### config.mk
export PLATFORM = sky130hd
export DESIGN_NAME = canBitTimer
export DESIGN_NICKNAME = d
export VERILOG_FILES = /design/src/rtl/canBitPkg.sv /design/src/rtl/canBitCfg.sv /design/src/rtl/canBitCtrl.sv /design/src/rtl/canBitData.sv /design/src/rtl/canBitTimer.sv
export SDC_FILE = /design/constraint.sdc
export NUM_CORES = 1
export LEC_CHECK = 0
export BUFFER_PORTS_ARGS = -buffer_cell sky130_fd_sc_hd__buf_2
export CAP_MARGIN = 10
export CORE_ASPECT_RATIO = 0.9
export CORE_MARGIN = 3
export CORE_UTILIZATION = 32
export DETAILED_ROUTE_END_ITERATION = 8
export PLACE_DENSITY = 0.51
export SYNTH_ARGS = -nofsm -noshare
export SYNTH_HDL_FRONTEND = slang
export SYNTH_HIERARCHICAL = 1
export SYNTH_SLANG_ARGS = --single-unit
### constraint.sdc
create_clock -name clk -period 2.8 [get_ports clk]
set_input_delay 0.28 -clock clk [delete_from_list [all_inputs] [get_ports clk]]
set_output_delay 0.28 -clock clk [all_outputs]
set_load 0.01 [all_outputs]
### src/rtl/canBitPkg.sv
package canBitPkg;
  localparam int SEG1_W = 4;
  localparam int SEG2_W = 3;
  localparam int CFG_W  = 1 + SEG1_W + SEG2_W;
  localparam int LEN1_W = SEG1_W + 1;
  localparam int LEN2_W = SEG2_W + 1;
  localparam int POS_W  = $clog2((1 << SEG1_W) + (1 << SEG2_W) + 3);

  typedef struct packed {
    logic sampleTick;
    logic wrapTick;
    logic hardSync;
  } bitStrobes_t;
endpackage

### src/rtl/canBitCfg.sv
module canBitCfg
  import canBitPkg::*;
#(
  parameter int S1W  = SEG1_W,
  parameter int S2W  = SEG2_W,
  parameter int CW   = 1 + S1W + S2W,
  parameter int L1W  = S1W + 1,
  parameter int L2W  = S2W + 1
) (
  input  logic [CW-1:0]  cfgByte,
  output logic           tripleMode,
  output logic [L1W-1:0] len1,
  output logic [L2W-1:0] len2,
  output logic           cfgError
);
  logic [S1W-1:0] seg1Field;
  logic [S2W-1:0] seg2Field;

  assign seg1Field  = cfgByte[S1W-1:0];
  assign seg2Field  = cfgByte[S1W+S2W-1:S1W];
  assign tripleMode = cfgByte[CW-1];
  // triple mode needs two quanta before the sample point inside the bit
  assign cfgError   = tripleMode && (seg1Field == '0);

  always_comb begin
    if (cfgError) len1 = L1W'(2);
    else          len1 = {1'b0, seg1Field} + L1W'(1);
    len2 = {1'b0, seg2Field} + L2W'(1);
  end
endmodule

### src/rtl/canBitCtrl.sv
module canBitCtrl
  import canBitPkg::*;
#(
  parameter int L1W = LEN1_W,
  parameter int L2W = LEN2_W,
  parameter int PW  = POS_W
) (
  input  logic           clk,
  input  logic           rstN,
  input  logic           tqTick,
  input  logic           busIdle,
  input  logic           edgeSeen,
  input  logic           tripleMode,
  input  logic [L1W-1:0] len1,
  input  logic [L2W-1:0] len2,
  output bitStrobes_t    strobes
);
  logic [PW-1:0] pos;
  logic          extended, shortened, adjusted;
  logic [PW-1:0] samplePos, lastPos;
  logic          inSeg1, inSeg2, resync, lengthen, shortenNow;

  assign samplePos = PW'(len1) + PW'(extended);
  assign lastPos   = PW'(len1) + PW'(len2) + PW'(extended) - PW'(shortened);
  assign inSeg1    = (pos != '0) && (pos < samplePos);
  assign inSeg2    = pos > samplePos;
  assign resync    = edgeSeen && !busIdle && !adjusted;
  assign lengthen  = resync && inSeg1;
  assign shortenNow = resync && inSeg2 && (pos < lastPos);

  always_comb begin
    strobes.hardSync   = edgeSeen && busIdle;
    strobes.sampleTick = tqTick && !strobes.hardSync && (pos == samplePos);
    strobes.wrapTick   = tqTick && !strobes.hardSync &&
                         ((pos >= lastPos) || (shortenNow && (pos + PW'(1) == lastPos)));
  end

  always_ff @(posedge clk or negedge rstN) begin
    if (!rstN) begin
      pos       <= '0;
      extended  <= 1'b0;
      shortened <= 1'b0;
      adjusted  <= 1'b0;
    end else if (strobes.hardSync) begin
      pos       <= PW'(1);
      extended  <= 1'b0;
      shortened <= 1'b0;
      adjusted  <= 1'b0;
    end else if (strobes.wrapTick) begin
      pos       <= '0;
      extended  <= 1'b0;
      shortened <= 1'b0;
      adjusted  <= 1'b0;
    end else if (tqTick) begin
      pos <= pos + PW'(1);
      if (lengthen) begin
        extended <= 1'b1;
        adjusted <= 1'b1;
      end
      if (shortenNow) begin
        shortened <= 1'b1;
        adjusted  <= 1'b1;
      end
    end
  end

  assert_hard_sync_R8: assert property (@(posedge clk) disable iff (!rstN)
    strobes.hardSync |=> (pos == PW'(1)));
  assert_wrap_restart_R2: assert property (@(posedge clk) disable iff (!rstN)
    strobes.wrapTick |=> (pos == '0));
  assert_seg1_min_R7: assert property (@(posedge clk) disable iff (!rstN)
    tripleMode |-> (len1 >= L1W'(2)));
  assert_no_tick_hold_R2: assert property (@(posedge clk) disable iff (!rstN)
    !tqTick |=> $stable(pos));
endmodule

### src/rtl/canBitData.sv
module canBitData
  import canBitPkg::*;
(
  input  logic        clk,
  input  logic        rstN,
  input  logic        tqTick,
  input  logic        rxLine,
  input  logic        tripleMode,
  input  bitStrobes_t strobes,
  output logic        edgeSeen,
  output logic        sampleBit,
  output logic        sampleValid,
  output logic        txStrobe
);
  logic       prevBus;
  logic [1:0] history;
  logic       majority;

  assign edgeSeen = tqTick && prevBus && !rxLine;
  assign majority = (history[1] & history[0]) | (history[1] & rxLine) | (history[0] & rxLine);

  always_ff @(posedge clk or negedge rstN) begin
    if (!rstN) begin
      prevBus     <= 1'b1;
      history     <= 2'b11;
      sampleBit   <= 1'b1;
      sampleValid <= 1'b0;
      txStrobe    <= 1'b0;
    end else begin
      sampleValid <= strobes.sampleTick;
      txStrobe    <= strobes.wrapTick;
      if (tqTick) begin
        prevBus <= rxLine;
        history <= {history[0], rxLine};
      end
      if (strobes.sampleTick) sampleBit <= tripleMode ? majority : rxLine;
    end
  end

  assert_valid_pulse_R5: assert property (@(posedge clk) disable iff (!rstN)
    sampleValid |=> !sampleValid);
  assert_valid_after_tick_R5: assert property (@(posedge clk) disable iff (!rstN)
    sampleValid |-> $past(tqTick));
  assert_tx_pulse_R6: assert property (@(posedge clk) disable iff (!rstN)
    txStrobe |=> !txStrobe);
  assert_bit_stable_R3: assert property (@(posedge clk) disable iff (!rstN)
    !sampleValid |-> $stable(sampleBit));
endmodule

### src/rtl/canBitTimer.sv
module canBitTimer
  import canBitPkg::*;
(
  input  logic             clk,
  input  logic             rstN,
  input  logic             tqTick,
  input  logic [CFG_W-1:0] cfgByte,
  input  logic             rxLine,
  input  logic             busIdle,
  output logic             sampleBit,
  output logic             sampleValid,
  output logic             txStrobe,
  output logic             cfgError
);
  logic              tripleMode;
  logic [LEN1_W-1:0] len1;
  logic [LEN2_W-1:0] len2;
  logic              edgeSeen;
  bitStrobes_t       strobes;

  canBitCfg u_cfg (
    .cfgByte(cfgByte), .tripleMode(tripleMode), .len1(len1), .len2(len2), .cfgError(cfgError)
  );

  canBitCtrl u_ctrl (
    .clk(clk), .rstN(rstN), .tqTick(tqTick), .busIdle(busIdle), .edgeSeen(edgeSeen),
    .tripleMode(tripleMode), .len1(len1), .len2(len2), .strobes(strobes)
  );

  canBitData u_data (
    .clk(clk), .rstN(rstN), .tqTick(tqTick), .rxLine(rxLine), .tripleMode(tripleMode),
    .strobes(strobes), .edgeSeen(edgeSeen), .sampleBit(sampleBit),
    .sampleValid(sampleValid), .txStrobe(txStrobe)
  );
endmodule

==> PnR_summary.wiki <==
{| class="wikitable"
! Metric !! Value
|-
| Result of the run || finished with violations
|-
| Violated checks || setup timing
|-
| Critical Path Slowest Stage Cell || sky130_fd_sc_hd__a221o_1
|-
| Drc violations || 0
|-
| Clock tree from TritonCTS || built
|-
| Final count of negative-setup-slack endpoints || 9
|-
| Global placer's final weighted congestion || 0.8871
|-
| Cell Area, Placed || between 0.0015 and 0.002 sq mm
|-
| Sequential fraction of the synthesis area || 0.2177
|-
| Die Span Y || 71.20 microns
|-
| Non-filler cells, final || between 200 and 300
|-
| Per-cell routed wire length || between 10 and 15 microns
|-
| Post-Synth Simple-Gate Area || 0.2020
|-
| Total standard cell area after synthesis || 0.001511 sq mm
|-
| Layout Nets || approximately 250
|-
| Headroom to the max-slew limit || 0.7575
|-
| Detailed Route WL || 3.633 mm
|-
| Crit-path cells || buf_8, inv_6, ha_4, nor4bb_4, or2_1, buf_4, buf_4, buf_4, ha_1, nand3_1, xor2_1, ha_1, and3_2, a221o_1, and4b_1, a211oi_2, a211oi_2
|-
| Diode insertion count for antenna repair || 0
|-
| Pin count of the biggest net entering global routing || 19
|-
| Count of boundary I/O pins || 17
|-
| Biggest cell delay along the critical path || approximately 0.34 ns
|-
| Final Power || 1.600 mW
|-
| Post-route ant nets || 0
|-
| Startpoint-to-endpoint class of the critical path || in -> reg
|-
| Total routing resource utilization after global routing || 0.1325
|-
| Number of global-route vias before repair || 1299
|-
| Final Critical Period || between 3 and 4 ns
|-
| Buffers from clock root to sink, at most || 2
|-
| Total congestion overflow after global routing || 0
|-
| # port buffers || 16
|-
| Final hold slack || approximately 0.31 ns
|-
| Largest family of logic cells by synthesized area || adder cells
|-
| Static leakage || ~1.1 nW
|-
| Fraction of synthesized cell area taken by the top area cell type || 0.1987
|-
| Yosys warning total || 6
|-
| Mux contribution to synthesized area || 0.01490
|-
| Wire length of the first global-routing pass || roughly 5.9 mm
|-
| Relative area change from synthesis to final layout || 42.38%
|-
| Synthesized-area fraction occupied by ao, oa, aoi and oai cells || 0.1490
|-
| Top cell type by total area after synthesis || sky130_fd_sc_hd__ha_1
|-
| Fraction of layout instances using a drive strength above 1 || 0.4641
|-
| Worst-case setup slack after placement || -0.7369 ns
|-
| Final setup skew || 0.002710 ns
|-
| Worst hold path stage count || 2
|-
| # fillers || between 400 and 500
|-
| Post-synthesis area per instance || approximately 9.6 sq um
|-
| Number of enable-type register cells in the synthesized netlist || 0
|-
| Pre-Repair DR Iteration Count || 4
|-
| Startpoint types || primary input
|-
| Worst hold path class || in -> reg
|-
| Initial DRC Count || between 40 and 50
|-
| Count of state elements after synthesis || 13
|-
| Detailed-route via count || around 1300
|-
| Worst supply voltage drop on vdd || roughly 0.34 mV
|-
| Die X-Extent || roughly 78 microns
|-
| Post-route worst setup slack || -0.2969 ns
|-
| Core ar. || 0.004518 sq mm
|-
| Post-synthesis cell count || about 160
|-
| Cell types occupying the most area after synthesis || sky130_fd_sc_hd__ha_1, sky130_fd_sc_hd__dfrtp_1, sky130_fd_sc_hd__inv_1, sky130_fd_sc_hd__dfstp_2, sky130_fd_sc_hd__xor2_1
|-
| Required @ worst endpoint || about 2.9 ns
|-
| Highest achievable clock rate || 0.3229 GHz
|-
| CTS clk-pin slew, worst paths || 0.05 ns
|-
| Adder-cell share of the synthesized area || 0.2252
|-
| Most frequent cells in the layout || sky130_fd_sc_hd__buf_4, sky130_fd_sc_hd__inv_1, sky130_fd_sc_hd__ha_1, sky130_fd_sc_hd__buf_2, sky130_fd_sc_hd__dfrtp_1
|-
| Tcrit/Tclk final || 1.106
|-
| Worst R2R Path Depth || 12
|-
| Most used flip-flop cell after synthesis || sky130_fd_sc_hd__dfrtp_1
|-
| Setup repair after global routing missed its margin || yes
|-
| Drt via density || about 4.8
|-
| Hold Violations, Final || 0
|-
| Transition time at the pin with the least slew margin || roughly 0.36 ns
|-
| Async set-or-reset flop fraction in the synthesized netlist || 1.000
|-
| Net count after synthesis || roughly 200
|-
| Max-slew violations || 0
|-
| Areal power density over the cells || ~740 mW/mm^2
|-
| Post-detail-place hpwl || approximately 3.0 mm
|-
| Post-layout util || 0.4763
|-
| Clock latency at the later pin of the worst-skew pair || roughly 0.24 ns
|-
| Data arrival time of the critical path || 3.20 ns
|-
| Number of clock buffers inserted by TritonCTS || 3
|-
| Initial cell density of the core || 0.3345
|-
| Largest fanout on the critical path || 3
|-
| Crit end category || flop
|-
| Cell seen most often among critical-path stages || sky130_fd_sc_hd__buf_4
|-
| Summed area of non-filler cells in the final layout || about 0.0022 sq mm
|-
| Dpl cells || ~260
|-
| Fraction of synthesized cell area in xor and xnor cells || 0.1192
|-
| Most common library cell in the layout ignoring fill and taps || sky130_fd_sc_hd__buf_4
|-
| Number of library cell types mapped by synthesis || 47
|-
| Max cap viols || 0
|-
| Clock sink count || 13
|-
| CTS root buf || sky130_fd_sc_hd__clkbuf_8
|-
| CTS HTree Levels || 1
|-
| Site Rows || 23
|-
| Die Area || 0.005585 sq mm
|-
| Setup TNS || -2.360 ns
|-
| Number of antenna violations at the first check in global routing || 0
|}
cell type report:
cell class | count | area, sq um | area share
Clock buffer | 4 | 45.04 | 0.02093
Inverter | 26 | 115.1 | 0.05349
Multi-Input combinational cell | 117 | 1230 | 0.5715
Sequential cell | 13 | 329.1 | 0.1529
Tap cell | 62 | 77.57 | 0.03605
Timing Repair Buffer | 49 | 355.3 | 0.1651
worst paths after layout:
| check | to | slack (ns) | start |
|---|---|---|---|
| setup reg to reg | u_ctrl/pos[4] | -0.25 | u_ctrl/shortened |
| hold / removal | u_data/history[0] | 0.31 | rxLine |
| hold reg to reg | u_data/sampleBit | 0.49 | u_data/sampleBit |
| min in group asynchronous | u_data/txStrobe | 0.46 | rstN |
| setup / recovery | u_ctrl/adjusted | -0.30 | cfgByte[0] |
| max in group asynchronous | u_data/history[1] | 2.06 | rstN |
critical path: cells and delay by family:
| family | cells | cell delay, ns |
|---|---|---|
| compound gates | 3 | 0.64 |
| xor+xnor | 1 | 0.17 |
| fa+ha+maj | 3 | 0.60 |
| buf+inv | 5 | 0.50 |
| simple gates | 5 | 1.00 |
registers in the layout, summed over array words and instances (netlist names):
| register | cells |
|---|---|
| u_ctrl/adjusted | 1 |
| u_ctrl/extended | 1 |
| u_ctrl/pos | 5 |
| u_ctrl/shortened | 1 |
| u_data/history | 2 |
| u_data/sampleBit | 1 |
| u_data/sampleValid | 1 |
| u_data/txStrobe | 1 |
Yosys cell counts (all sizes together) (2+ instances only):
master  instances
and3b           2
and3            4
inv            26
nand3           7
xnor2           7
fa              2
ha             24
nor2b           2
mux2            2
a21oi           8
buf             2
xor2           10
a211oi          6
nand4b          2
and4b           2
nand4           2
dfstp           3
o21ai           4
dfrtp          10
nand2           6
nand2b          5
a21o            3
nor2            5
cells by family (layout without fill, tap and decap cells):
logic type,after synthesis,count (layout)
muxes,2,2
DFF,13,13
xor gates and xnor gates,18,18
AOI/OAI and AO/OA,28,28
buffers and inverters,28,79
and+or+nand+nor,43,43
adders and majority gates,26,26
what timing repair did:
item                                    CTS  global route
pin swaps                                23            16
hold endpoints to repair                 10             0
setup buffers                             3             5
hold buffers                              1             0
endpoints found under the setup margin    9            10
resized for setup                        12             8
where the power goes:
part / switching [mW] / internal [mW]
Clock: 0.0599 / 0.100
Combinational: 0.538 / 0.593
Sequential: 0.0585 / 0.251
routing by layer:
| metal | global-route usage | part of all wire | wire, microns |
|---|---|---|---|
| met1 | 0.1824 | 0.48 | 1743 |
| met2 | 0.2329 | 0.50 | 1809 |
| met3 | 0.01908 | 0.022 | 80 |
| met4 | 0.005825 | 0 | 0 |
| met5 | 0 | 0 | 0 |
(Power assumes the default switching activity.)
